--- src/rtl/pwr_seq_pkg.sv ---
package pwr_seq_pkg;
  localparam int unsigned ADDR_W  = 4;
  localparam int unsigned RSV_W   = 4;
  localparam int unsigned DATA_W  = 8;
  localparam int unsigned FRAME_W = ADDR_W + RSV_W + DATA_W;

  localparam logic [ADDR_W-1:0] ADR_WDOG = 4'd1;
  localparam logic [ADDR_W-1:0] ADR_MEAS = 4'd2;
  localparam logic [ADDR_W-1:0] ADR_PWM  = 4'd3;

  typedef enum logic [1:0] {
    ST_OFF   = 2'd0,
    ST_RESET = 2'd1,
    ST_RUN   = 2'd2
  } pwr_state_t;

  function automatic logic [ADDR_W-1:0] frame_addr(input logic [FRAME_W-1:0] f);
    return f[FRAME_W-1 -: ADDR_W];
  endfunction

  function automatic logic [DATA_W-1:0] frame_data(input logic [FRAME_W-1:0] f);
    return f[DATA_W-1:0];
  endfunction
endpackage

--- src/rtl/pwr_seq_sync.sv ---
module pwr_seq_sync #(
  parameter int unsigned W      = 1,
  parameter int unsigned STAGES = 2,
  parameter logic [W-1:0] RST_VAL = '0
) (
  input  logic         clk,
  input  logic         rst_n,
  input  logic [W-1:0] d,
  output logic [W-1:0] q
);
  logic [W-1:0] stg [STAGES];

  always_ff @(posedge clk or negedge rst_n) begin
    if (!rst_n) begin
      for (int i = 0; i < STAGES; i++) stg[i] <= RST_VAL;
    end else begin
      stg[0] <= d;
      for (int i = 1; i < STAGES; i++) stg[i] <= stg[i-1];
    end
  end

  assign q = stg[STAGES-1];
endmodule

--- src/rtl/pwr_seq_serial.sv ---
module pwr_seq_serial
  import pwr_seq_pkg::*;
(
  input  logic              clk,
  input  logic              rst_n,
  input  logic              cs_n_s,
  input  logic              sclk_s,
  input  logic              sdata_s,
  output logic              wr_stb,
  output logic [ADDR_W-1:0] wr_addr,
  output logic [DATA_W-1:0] wr_data
);
  localparam int unsigned CNT_W = $clog2(FRAME_W + 2);
  localparam logic [CNT_W-1:0] CNT_MAX = '1;

  logic [FRAME_W-1:0] shreg;
  logic [CNT_W-1:0]   bit_cnt;
  logic               cs_p, sclk_p;
  logic               sclk_rise, cs_rise;

  assign sclk_rise = sclk_s & ~sclk_p & ~cs_n_s;
  assign cs_rise   = cs_n_s & ~cs_p;

  always_ff @(posedge clk or negedge rst_n) begin
    if (!rst_n) begin
      shreg   <= '0;
      bit_cnt <= '0;
      cs_p    <= 1'b1;
      sclk_p  <= 1'b0;
    end else begin
      cs_p   <= cs_n_s;
      sclk_p <= sclk_s;
      if (cs_n_s) begin
        bit_cnt <= '0;
      end else if (sclk_rise) begin
        shreg <= {shreg[FRAME_W-2:0], sdata_s};
        if (bit_cnt != CNT_MAX) bit_cnt <= bit_cnt + 1'b1;
      end
    end
  end

  assign wr_stb  = cs_rise && (bit_cnt == CNT_W'(FRAME_W));
  assign wr_addr = frame_addr(shreg);
  assign wr_data = frame_data(shreg);
endmodule

--- src/rtl/pwr_seq_tick_cnt.sv ---
module pwr_seq_tick_cnt #(
  parameter int unsigned W = 8
) (
  input  logic         clk,
  input  logic         rst_n,
  input  logic         clr,
  input  logic         tick,
  input  logic [W-1:0] limit,
  output logic         hit,
  output logic         done
);
  logic [W-1:0] cnt;
  logic [W:0]   nxt;

  assign nxt  = {1'b0, cnt} + {{W{1'b0}}, 1'b1};
  assign done = (cnt >= limit);
  assign hit  = tick & ~done & (nxt >= {1'b0, limit});

  always_ff @(posedge clk or negedge rst_n) begin
    if (!rst_n)             cnt <= '0;
    else if (clr)           cnt <= '0;
    else if (tick && !done) cnt <= cnt + 1'b1;
  end
endmodule

--- src/rtl/pwr_seq_core.sv ---
module pwr_seq_core
  import pwr_seq_pkg::*;
#(
  parameter int unsigned POR_TICKS  = 100,
  parameter int unsigned WD_SCALE   = 250,
  parameter int unsigned WD_DEFAULT = 128
) (
  input  logic clk,
  input  logic rst_n,
  input  logic tick,
  input  logic pwr_btn_n,
  input  logic chg_present,
  input  logic batt_present,
  input  logic batt_ok,
  input  logic asic_osc_en,
  input  logic sc_cs_n,
  input  logic sc_clk,
  input  logic sc_data,
  output logic reg_en,
  output logic sys_rst_n,
  output logic osc_en,
  output logic pwm_out,
  output logic meas_bat_sw,
  output logic meas_chg_sw,
  output logic chg_ind_oe,
  output logic chg_ind_out
);
  localparam int unsigned POR_W = $clog2(POR_TICKS + 1);
  localparam int unsigned WD_W  = $clog2(((1 << DATA_W) - 1) * WD_SCALE + 1);

  function automatic logic [WD_W-1:0] wd_limit(input logic [DATA_W-1:0] code);
    return WD_W'(32'(code) * WD_SCALE);
  endfunction

  // synchronized inputs: {batt_present, chg_present, pwr_btn_n}
  logic [2:0] wake_s, wake_p;
  logic [2:0] bus_s;
  logic       wake_evt;

  pwr_seq_sync #(.W(3), .STAGES(2), .RST_VAL(3'b001)) u_sync_wake (
    .clk(clk), .rst_n(rst_n),
    .d({batt_present, chg_present, pwr_btn_n}), .q(wake_s));

  pwr_seq_sync #(.W(3), .STAGES(2), .RST_VAL(3'b100)) u_sync_bus (
    .clk(clk), .rst_n(rst_n),
    .d({sc_cs_n, sc_clk, sc_data}), .q(bus_s));

  assign wake_evt = (~wake_s[0] & wake_p[0]) |
                    ( wake_s[1] & ~wake_p[1]) |
                    ( wake_s[2] & ~wake_p[2]);

  // serial write port
  logic              wr_stb;
  logic [ADDR_W-1:0] wr_addr;
  logic [DATA_W-1:0] wr_data;

  pwr_seq_serial u_serial (
    .clk(clk), .rst_n(rst_n),
    .cs_n_s(bus_s[2]), .sclk_s(bus_s[1]), .sdata_s(bus_s[0]),
    .wr_stb(wr_stb), .wr_addr(wr_addr), .wr_data(wr_data));

  // state and registers
  pwr_state_t        state_q, state_d;
  logic [DATA_W-1:0] wd_code, pwm_duty, pwm_cnt;
  logic [1:0]        meas_q;
  logic              pwm_forced;

  logic wr_ok, ack_wr, shut_cmd, release_now;
  logic wd_clr, wd_hit, wd_expire, por_done, por_hit;

  assign wr_ok       = wr_stb && (state_q == ST_RUN);
  assign ack_wr      = wr_ok && (wr_addr == ADR_WDOG) && (wr_data != '0);
  assign shut_cmd    = wr_ok && (wr_addr == ADR_WDOG) && (wr_data == '0);
  assign release_now = (state_q == ST_RESET) && por_done && batt_ok;
  assign wd_clr      = (state_q == ST_OFF) || release_now || ack_wr;
  assign wd_expire   = (state_q != ST_OFF) && wd_hit && !ack_wr;

  pwr_seq_tick_cnt #(.W(POR_W)) u_por_cnt (
    .clk(clk), .rst_n(rst_n), .clr(state_q != ST_RESET), .tick(tick),
    .limit(POR_W'(POR_TICKS)), .hit(por_hit), .done(por_done));

  pwr_seq_tick_cnt #(.W(WD_W)) u_wd_cnt (
    .clk(clk), .rst_n(rst_n), .clr(wd_clr), .tick(tick),
    .limit(wd_limit(wd_code)), .hit(wd_hit), .done());

  always_comb begin
    state_d = state_q;
    unique case (state_q)
      ST_OFF:   if (wake_evt) state_d = ST_RESET;
      ST_RESET: if (wd_expire) state_d = ST_OFF;
                else if (release_now) state_d = ST_RUN;
      ST_RUN:   if (wd_expire || shut_cmd) state_d = ST_OFF;
      default:  state_d = ST_OFF;
    endcase
  end

  always_ff @(posedge clk or negedge rst_n) begin
    if (!rst_n) begin
      state_q    <= ST_OFF;
      wake_p     <= 3'b001;
      wd_code    <= DATA_W'(WD_DEFAULT);
      pwm_duty   <= '0;
      pwm_cnt    <= '0;
      meas_q     <= '0;
      pwm_forced <= 1'b1;
    end else begin
      state_q <= state_d;
      wake_p  <= wake_s;
      if (tick) pwm_cnt <= pwm_cnt + 1'b1;
      if ((state_q == ST_OFF) && wake_evt) pwm_forced <= 1'b1;
      if (wr_ok) begin
        unique case (wr_addr)
          ADR_WDOG: if (wr_data != '0) wd_code <= wr_data;
          ADR_MEAS: meas_q <= wr_data[1:0];
          ADR_PWM: begin
            pwm_duty   <= wr_data;
            pwm_forced <= 1'b0;
          end
          default: ;
        endcase
      end
    end
  end

  // outputs whose owner changes at release
  logic running;
  assign running     = (state_q == ST_RUN);
  assign reg_en      = (state_q != ST_OFF);
  assign sys_rst_n   = running;
  assign osc_en      = (state_q == ST_RESET) | (running & asic_osc_en);
  assign pwm_out     = reg_en & (pwm_forced | (pwm_cnt < pwm_duty));
  assign meas_bat_sw = running & meas_q[0];
  assign meas_chg_sw = running & meas_q[1];
  assign chg_ind_oe  = running;
  assign chg_ind_out = running & wake_s[1];

  logic unused_por_hit;
  assign unused_por_hit = por_hit;
endmodule

--- config.mk ---
export PLATFORM = sky130hd
export DESIGN_NAME = pwr_seq_core
export DESIGN_NICKNAME = d
export VERILOG_FILES = /design/src/rtl/pwr_seq_pkg.sv /design/src/rtl/pwr_seq_sync.sv /design/src/rtl/pwr_seq_serial.sv /design/src/rtl/pwr_seq_tick_cnt.sv /design/src/rtl/pwr_seq_core.sv
export SDC_FILE = /design/constraint.sdc
export NUM_CORES = 1
export LEC_CHECK = 0
export ABC_AREA = 1
export BUFFER_PORTS_ARGS = -buffer_cell sky130_fd_sc_hd__clkbuf_2
export CORE_MARGIN = 10
export CORE_UTILIZATION = 45
export CTS_CLUSTER_SIZE = 8
export DETAILED_ROUTE_END_ITERATION = 8
export PLACE_DENSITY = 0.68
export REMOVE_ABC_BUFFERS = 1
export SYNTH_ARGS = -nofsm -noshare
export SYNTH_HDL_FRONTEND = slang
export SYNTH_HIERARCHICAL = 1
export SYNTH_SLANG_ARGS = --single-unit
--- constraint.sdc ---
create_clock -name clk -period 10.01 [get_ports clk]
set_clock_uncertainty 0.15 [all_clocks]
set_input_delay 1.001 -clock clk [delete_from_list [all_inputs] [get_ports clk]]
set_output_delay 1.001 -clock clk [all_outputs]
set_load 0.02 [all_outputs]
==> flow_results.org, run 1 <==
** Outcome
- The flow ran to the end, and the final reports show no timing, DRC or antenna violations.

** Die
- The initialized floorplan defines 45 standard-cell rows.
- The floorplan step set the die width to 145 µm.
- The core region is 15300 µm².
- Initial standard-cell utilization of the core :: 0.461
- Vert. Die Dim :: 145 µm
- Ports :: 19
- Die Outline Area :: 21100 µm²

** Global route
- Global-route track usage on met3 :: 0.0292
- Number of global-route vias before repair :: 4922
- Total global routing track utilization :: 0.127
- The initial antenna violation count was 0.
- Global-route wire length before repair :: 22.9 mm
- Remaining global-route overflow :: 0
- The layer flagged by global routing as most heavily used is met2.
- For this run, global-route usage on met1 was measured as 0.176.
- Met2 Track Usage GR :: 0.194
- Maximum number of pins on one net before global-route repair :: 61

** Timing
- Worst-margin pin slew :: 0.738 ns
- Setup-violating endpoint count in the final report :: 0
- Worst slew margin relative to its limit :: 0.508
- Dividing the final minimum period by the clock period gives 0.551.
- Unrepaired setup endpoints after global routing :: no
- For the finished layout, the period the worst path requires is 5.51 ns.
- The hold violation total from the final report was 0.
- Based on the critical path, the design can be clocked at up to 181 MHz.
- The final number of max-transition violations is 0.
- Setup total negative slack on the finished layout was measured at 0 ns.

** Clock network
- The clock passes through at most 2 buffers.
- In this run the number of H-tree levels came out at 3.
- In this run, post-CTS hold repair placed 0 buffers.
- Counting every sink on the clock net gives 90.
- Cell chosen for the clock root :: sky130_fd_sc_hd__clkbuf_16
- TritonCTS clock tree :: done
- TritonCTS buffer count :: 9
- For the worst-skew pair, the clock arrives at the later sink with an insertion delay of 0.35 ns.
- Post-CTS timing repair inserted 0 buffers for setup.
- After clock tree synthesis, the clock-pin slew on the worst setup and hold paths is 0.06 ns.
- Post-CTS repair changed the size of 0 cells.

** Logic synthesis
- During synthesis, Yosys emitted a total of 6 warnings.
- Post-synthesis average cell area :: 8.33 µm²
- Netlist Area Pre-Place :: 7060 µm²
- Counting every instance in the synthesized netlist gives 847.

** Detailed routing
- Total DRC errors in the routed layout :: 0
- WL/cell :: 11.8 µm
- Detail Route Antenna Nets :: 0
- Number of violations reported at the end of detailed-routing iteration 0 :: 270
- Drt total wl :: 12.7 mm
- Drt via density :: 4.73
- Total iterations of the first detailed-routing run :: 5
- Vias after detailed routing :: 5071

** Power
- P_int :: 689 µW
- The share of total power dissipated in the clock network is 0.304.
- Total power draw :: 1.06 mW
- Power spread over the standard cell area amounts to 141 nW/µm².
- Net Sw Frac :: 0.349
- For this design the static power due to leakage is 4.19 nW.
- Power share of the sequential group :: 0.437
- The share of total power dissipated in combinational logic is 0.259.
- Switching power :: 370 µW
- IR drop worst, VDD :: 122 µV

** Worst setup path
- In this run the worst path has a maximum fanout of 18.
- At the worst endpoint, the arrival time is 5.59 ns.
- STA classifies the critical path startpoint as a register.
- Reg-to-reg setup timing slack :: 4.50 ns
- Worst EP required :: 10.09 ns
- The critical path is of the register to register type.
- The worst register-to-register path ends at state_q[1].
- Cells on worst reg2reg path :: 27
- STA classifies the critical path endpoint as a register.
- The worst register-to-register path begins at wd_code[1].

** Cells and area
- In the final design database the tool counted 979 nets.
- Layout overhead on the synthesized area :: 6.36%
- At the end of the flow the core is filled with cells to 0.490.
- Most frequent cells in the layout :: sky130_fd_sc_hd__nand2_1 (181), sky130_fd_sc_hd__inv_1 (144), sky130_fd_sc_hd__ha_1 (91), sky130_fd_sc_hd__dfrtp_1 (82), sky130_fd_sc_hd__nor2_1 (62)
- Summing all flip-flop and latch instances after layout gives 2260 µm².
- Antenna diode count :: 0
- Most frequent standard cell in the layout excluding fill and tap cells :: sky130_fd_sc_hd__nand2_1
- The multi-input combinational cells in the finished layout cover a total of 4040 µm².
- Number of filler instances in the final layout :: 1462
- Of the cells placed in the final design, the portion with a size suffix greater than 1 is 0.120.

** Hold path
- For hold timing, the worst endpoint is u_sync_bus/q[0].
- The path class of the tightest hold or removal check is register to register.
- Hold Path Depth :: 0
- Worst hold path startpoint :: u_sync_bus/stg[3]

** Run
- Max-cap violations in this run came to 0.

** Placement
- Detailed placement ended at an HPWL of 9.83 mm.
- The congestion estimate from routability-driven global placement came to 0.832.
- Input and output buffers added on the ports amount to 18.
## metal layers
| layer | wire [µm] | share of wire |
|---|---|---|
| met3 | 469 | 0.037 |
| met2 | 5600 | 0.44 |
| met1 | 6470 | 0.51 |
| met5 | 0 | 0 |
| met4 | 160 | 0.013 |
## state kept, by name (all words and copies together) (netlist names)
| signal | count |
|---|---|
| pwm_forced | 1 |
| u_por_cnt/cnt | 7 |
| u_serial/sclk_p | 1 |
| u_sync_wake/stg | 3 |
| pwm_cnt | 8 |
| u_sync_bus/stg | 3 |
| u_serial/bit_cnt | 5 |
| wake_p | 3 |
| u_sync_wake/q | 3 |
| u_sync_bus/q | 3 |
| pwm_duty | 8 |
| u_wd_cnt/cnt | 16 |
| u_serial/shreg | 16 |
| state_q | 2 |
| wd_code | 8 |
| meas_q | 2 |
| u_serial/cs_p | 1 |
## through the flow
| stage | worst slack, ns | std cells | hold WS, ns | instance area (µm²) |
|---|---|---|---|---|
| 5_1_grt | 4.08 | 1072 | 0.210 | 7510 |
| 3_5_place_dp | 4.54 | 1056 | 0.185 | 7230 |
| 2_1_floorplan | 4.93 | 826 | 0.181 | 6860 |
| 4_1_cts | 4.52 | 1072 | 0.200 | 7510 |
| 6_report | 4.50 | 1072 | 0.199 | 7510 |
| 3_3_place_gp | 4.63 | 1056 | 0.182 | 7230 |
## critical path: stages (launching register included)
cell and delay (ns):
sky130_fd_sc_hd__dfrtp_1 0.48, sky130_fd_sc_hd__fa_1 0.56, sky130_fd_sc_hd__inv_1 0.05, sky130_fd_sc_hd__fa_1 0.51, sky130_fd_sc_hd__fa_1 0.54, sky130_fd_sc_hd__inv_1 0.05
sky130_fd_sc_hd__fa_1 0.44, sky130_fd_sc_hd__ha_1 0.36, sky130_fd_sc_hd__nand2_1 0.16, sky130_fd_sc_hd__a21oi_1 0.06, sky130_fd_sc_hd__o21ai_0 0.25, sky130_fd_sc_hd__nand3_1 0.12
sky130_fd_sc_hd__nand2_1 0.08, sky130_fd_sc_hd__nand2_1 0.05, sky130_fd_sc_hd__inv_1 0.08, sky130_fd_sc_hd__ha_1 0.24, sky130_fd_sc_hd__a21oi_1 0.12, sky130_fd_sc_hd__o21ai_0 0.10
sky130_fd_sc_hd__nor2_2 0.16, sky130_fd_sc_hd__nand3_4 0.23, sky130_fd_sc_hd__inv_1 0.11, sky130_fd_sc_hd__nand2_1 0.06, sky130_fd_sc_hd__inv_1 0.05, sky130_fd_sc_hd__inv_1 0.03
sky130_fd_sc_hd__nor2_1 0.12, sky130_fd_sc_hd__o21ai_0 0.09, sky130_fd_sc_hd__nand2_1 0.07, sky130_fd_sc_hd__o21ai_1 0.05
## final cells by class
cell class                      count  area share
Multi-Input combinational cell    587       0.538
Sequential cell                    90       0.301
Inverter                          149      0.0752
Tap cell                          211      0.0352
Clock buffer                       11      0.0323
Timing Repair Buffer               19      0.0133
Clock inverter                      5     0.00517
## worst max-delay path by stage
stage	start	endpoint	slack (ns)	cells after the start
finish	wd_code[1]	state_q[1]	4.50	27
global route	wd_code[1]	state_q[1]	4.08	27
CTS	wd_code[1]	state_q[1]	4.52	26
detailed placement	wd_code[1]	state_q[1]	4.54	26
global placement	wd_code[1]	state_q[1]	4.63	26
floorplan	wd_code[1]	state_q[1]	4.93	27
## power by group through the flow
stage	Combinational, mW	Clock (mW)	Sequential, mW
5_1_grt	0.323	0.348	0.471
6_report	0.274	0.322	0.463
3_5_place_dp	0.276	0	0.469
4_1_cts	0.277	0.332	0.463
3_3_place_gp	0.270	0	0.468
2_1_floorplan	0.212	0	0.456
No activity file was read; power rests on OpenSTA's default activity.
==> run 2, diff against run 1 <==
- ABC_AREA: 1 -> 0
- clock period: 10.01 -> 5.8 ns (I/O delays scaled with it)
==> flow_results.org, run 2 <==
** Outcome
- Outcome :: completed

** Timing
- The final number of max-transition violations was 0 (unchanged).
- The final worst-path setup slack came to 0.00138 ns (-4.50 ns).
- The post-route fraction of the period consumed by the critical path is 1.00 (+0.449).
- The maximum clock rate came to 172 MHz (-5.0%).
- Minimum clock period after layout :: 5.80 ns (+0.288 ns)
- The worst slack on hold paths was 0.164 ns (-0.0346 ns).
- Setup repair after global routing could not meet its margin everywhere.
- The final count of negative-setup-slack endpoints is 0 (unchanged).
- Worst slew margin relative to its limit :: 0.330 (-0.178)
- The measured slew at the worst slew-check pin was 1.01 ns (+0.267 ns).
- Hold Vio Cnt, Final :: 0 (unchanged)

** Global route
- The first-pass GRT wire length was 23.4 mm (+2.1%).
- Total global routing track utilization :: 0.137 (+0.0100)
- The initial antenna violation count came to 0 (unchanged).
- Maximum number of pins on one net before global-route repair :: 81 (+33%)
- The via count of the first global-routing pass is 5076 (+3.1%).
- The overall overflow remaining after global route is 0 (unchanged).

** Power
- Switching power :: 623 µW (+68%)
- The share of total power in the clock network came to 0.309 (+0.005).
- The maximum ir drop on the vdd rail is 222 µV (+82%).
- The internal power came to 1.28 mW (+85%).
- Net Sw Frac :: 0.328 (-0.0214)
- The cell area power density is 244 nW/µm² (+73%).
- Static leakage :: 3.94 nW (-6.0%)
- The total power came to 1.90 mW (+79%).
- Power share of the sequential group :: 0.424 (-0.013)
- The logic gate share of total power is 0.267 (+0.008).

** Logic synthesis
- The gate count after technology mapping is 673 (-21%).
- Warnings from Yosys :: 6 (unchanged)
- The summed instance area of the synthesized netlist is 6910 µm² (-2.1%).
- The synthesized area per cell is 10.3 µm² (+23%).

** Worst setup path
- The worst path arrival time came to 5.86 ns (+0.27 ns).
- Cells on worst reg2reg path :: 25 (-7.4%)
- Reg-to-reg endpoint :: state_q[0]
- The startpoint identified for the worst register-to-register timing path is wd_code[0].
- The maximum fanout along the worst path is 6 (-12).
- Worst EP required :: 5.86 ns (-4.23 ns)
- The critical path is of the register to register type.
- The flop-to-flop setup slack is 0.001 ns (-4.50 ns).
- Kind of end point of the critical path :: register
- STA classifies the critical path startpoint as a register.

** Die
- Vert. Die Dim :: 144 µm (-0.92%)
- Die Outline Area :: 20700 µm² (-1.8%)
- Standard-cell row count :: 45 (unchanged)
- The horizontal die dimension was 144 µm (-0.92%).
- Ports :: 19 (unchanged)
- Area of the core :: 15100 µm² (-1.1%)
- Initial standard-cell utilization of the core :: 0.456 (-0.00477)

** Placement
- The number of cells after detailed placement came to 882 (-16%).
- The detailed placer's ending HPWL is 10.3 mm (+4.9%).
- The worst setup slack after placement is -0.204 ns (-4.74 ns).
- Count of input and output buffers :: 18 (unchanged)
- The routability-driven placement congestion ratio is 0.925 (+11%).

** Cells and area
- The number of fill cells came to 1345 (-8.0%).
- The largest registers in the layout are u_serial/shreg x16, u_wd_cnt/cnt x16.
- Total area of sequential cells :: 2260 µm² (+0.11%)
- The total area of multi-input combinational cells was 4310 µm² (+6.7%).
- Share of final-layout standard cells stronger than drive strength 1 :: 0.217 (+0.0972)
- Most frequent standard cell in the layout excluding fill and tap cells :: sky130_fd_sc_hd__ha_1
- Layout overhead on the synthesized area :: 12.4%
- The final standard cell count with taps included and fillers excluded came to 903 (-16%).
- Most frequent cells in the layout :: sky130_fd_sc_hd__ha_1 (86), sky130_fd_sc_hd__dfrtp_1 (80), sky130_fd_sc_hd__inv_1 (76), sky130_fd_sc_hd__nor2_1 (45), sky130_fd_sc_hd__buf_4 (32)
- Antenna diode count :: 0 (unchanged)
- Net count reported at finish :: 833 (-15%)

** Clock network
- TritonCTS clock tree :: done
- TritonCTS buffer count :: 9 (unchanged)
- The root buffer cell chosen for the clock tree is sky130_fd_sc_hd__clkbuf_16.
- Maximum clock path buffer count :: 2 (unchanged)
- The worst-skew pair later-pin latency came to 0.34 ns (about the same).
- Total number of H-tree levels :: 3 (unchanged)
- The clock transition at the registers of the reported paths was 0.07 ns (about the same).
- Total clock sinks :: 90 (unchanged)

** Hold path
- Path type of the worst min-delay path :: primary input to register
- Hold Path Depth :: 1 (+1)
- In this run the most critical hold path is launched from pwr_btn_n.
- The worst hold path terminates at u_sync_wake/stg[3].

** Detailed routing
- The residual DRC count is 0 (unchanged).
- The initial detailed-routing violation count was 222 (-18%).
- Detail Route Antenna Nets :: 0 (unchanged)
- The detailed-route vias per instance was 5.42 (+15%).
- Vias after detailed routing :: 4895 (-3.5%)
- WL/cell :: 14.9 µm (+26%)
- The total detailed-routing wirelength came to 13.5 mm (+6.2%).
- Total iterations of the first detailed-routing run :: 4 (-1)

** Run
- Number of maximum-capacitance constraint violations :: 0 (unchanged)
[run 2: cell count changes in the layout (fill, tap and decap cells not counted), sizes merged, moves of 12 or more]
cell,before,now
mux2,1,46
nand2,187,24
inv,150,81
buf,2,35
nor2b,0,16
a21oi,48,25
nor4,2,23
o21ai,31,17
nor2,79,47
xnor2,10,22
nand3,54,21
[run 2: power by group through the flow]
stage | Combinational, mW | Clock [mW] | Sequential [mW]
global placement | 0.466 | 0 | 0.811
CTS | 0.501 | 0.610 | 0.804
floorplan | 0.362 | 0 | 0.780
detailed placement | 0.491 | 0 | 0.815
global route | 0.571 | 0.631 | 0.818
finish | 0.507 | 0.587 | 0.804
[run 2: critical path: stages, from the launching register on]
cell                       delay [ns]
sky130_fd_sc_hd__dfrtp_1         0.40
sky130_fd_sc_hd__buf_4           0.17
sky130_fd_sc_hd__ha_1            0.32
sky130_fd_sc_hd__ha_1            0.29
sky130_fd_sc_hd__inv_1           0.05
sky130_fd_sc_hd__fa_1            0.53
sky130_fd_sc_hd__inv_1           0.06
sky130_fd_sc_hd__fa_1            0.46
sky130_fd_sc_hd__ha_1            0.26
sky130_fd_sc_hd__a211oi_1        0.49
sky130_fd_sc_hd__o31ai_4         0.15
sky130_fd_sc_hd__nor2_2          0.17
sky130_fd_sc_hd__o21ai_2         0.08
sky130_fd_sc_hd__xnor2_1         0.15
sky130_fd_sc_hd__inv_1           0.10
sky130_fd_sc_hd__ha_4            0.23
sky130_fd_sc_hd__a211o_1         0.31
sky130_fd_sc_hd__a21oi_2         0.13
sky130_fd_sc_hd__buf_4           0.13
sky130_fd_sc_hd__o41ai_4         0.07
sky130_fd_sc_hd__or3_4           0.39
sky130_fd_sc_hd__a211oi_2        0.24
sky130_fd_sc_hd__buf_4           0.15
sky130_fd_sc_hd__inv_2           0.03
sky130_fd_sc_hd__o21ai_2         0.10
sky130_fd_sc_hd__o21ai_1         0.08
[run 2: how the worst max path moves through the flow]
stage / start / end / cells after the start
6_report: wd_code[0] / state_q[0] / 25
2_1_floorplan: wd_code[1] / state_q[0] / 22
3_5_place_dp: wd_code[1] / u_wd_cnt/cnt[4] / 22
4_1_cts: wd_code[2] / state_q[0] / 26
3_3_place_gp: wd_code[1] / state_q[0] / 23
5_1_grt: wd_code[0] / state_q[0] / 25
[run 2: area by class of cell]
class / count / share of cell area
clock buffers: 10 / 0.0295
clock inverters: 6 / 0.00934
inverters: 78 / 0.0377
multi-input cells: 478 / 0.554
flip-flops and latches: 90 / 0.292
well taps: 188 / 0.0303
repair buffers: 53 / 0.0475
[run 2: routing by layer]
metal	up-vias	routed length (µm)	global-route usage
met5	-	0	0
met4	0	227	0.0457
met3	23	342	0.0281
met2	64	6900	0.233
met1	2433	6030	0.168
li1	2375	-	-
[run 2: through the flow]
step | setup TNS (ns) | area [µm²] | util
after floorplan | -2.39 | 6690 | -
after global placement | -0.958 | 7240 | 0.478
after detailed placement | -2.50 | 7240 | 0.478
after CTS | -0.0284 | 7610 | 0.502
after global routing | -3.55 | 7770 | 0.513
final | 0 | 7770 | 0.513
[run 2: what timing repair did]
item | 4_1_cts | 5_1_grt
gates resized for setup | 15 | 29
buffers inserted | 0 | 5
pin swaps | 5 | 26
hold buffers | 1 | 0
setup endpoints to repair | 18 | 18
endpoints found under the hold margin | 10 | 0
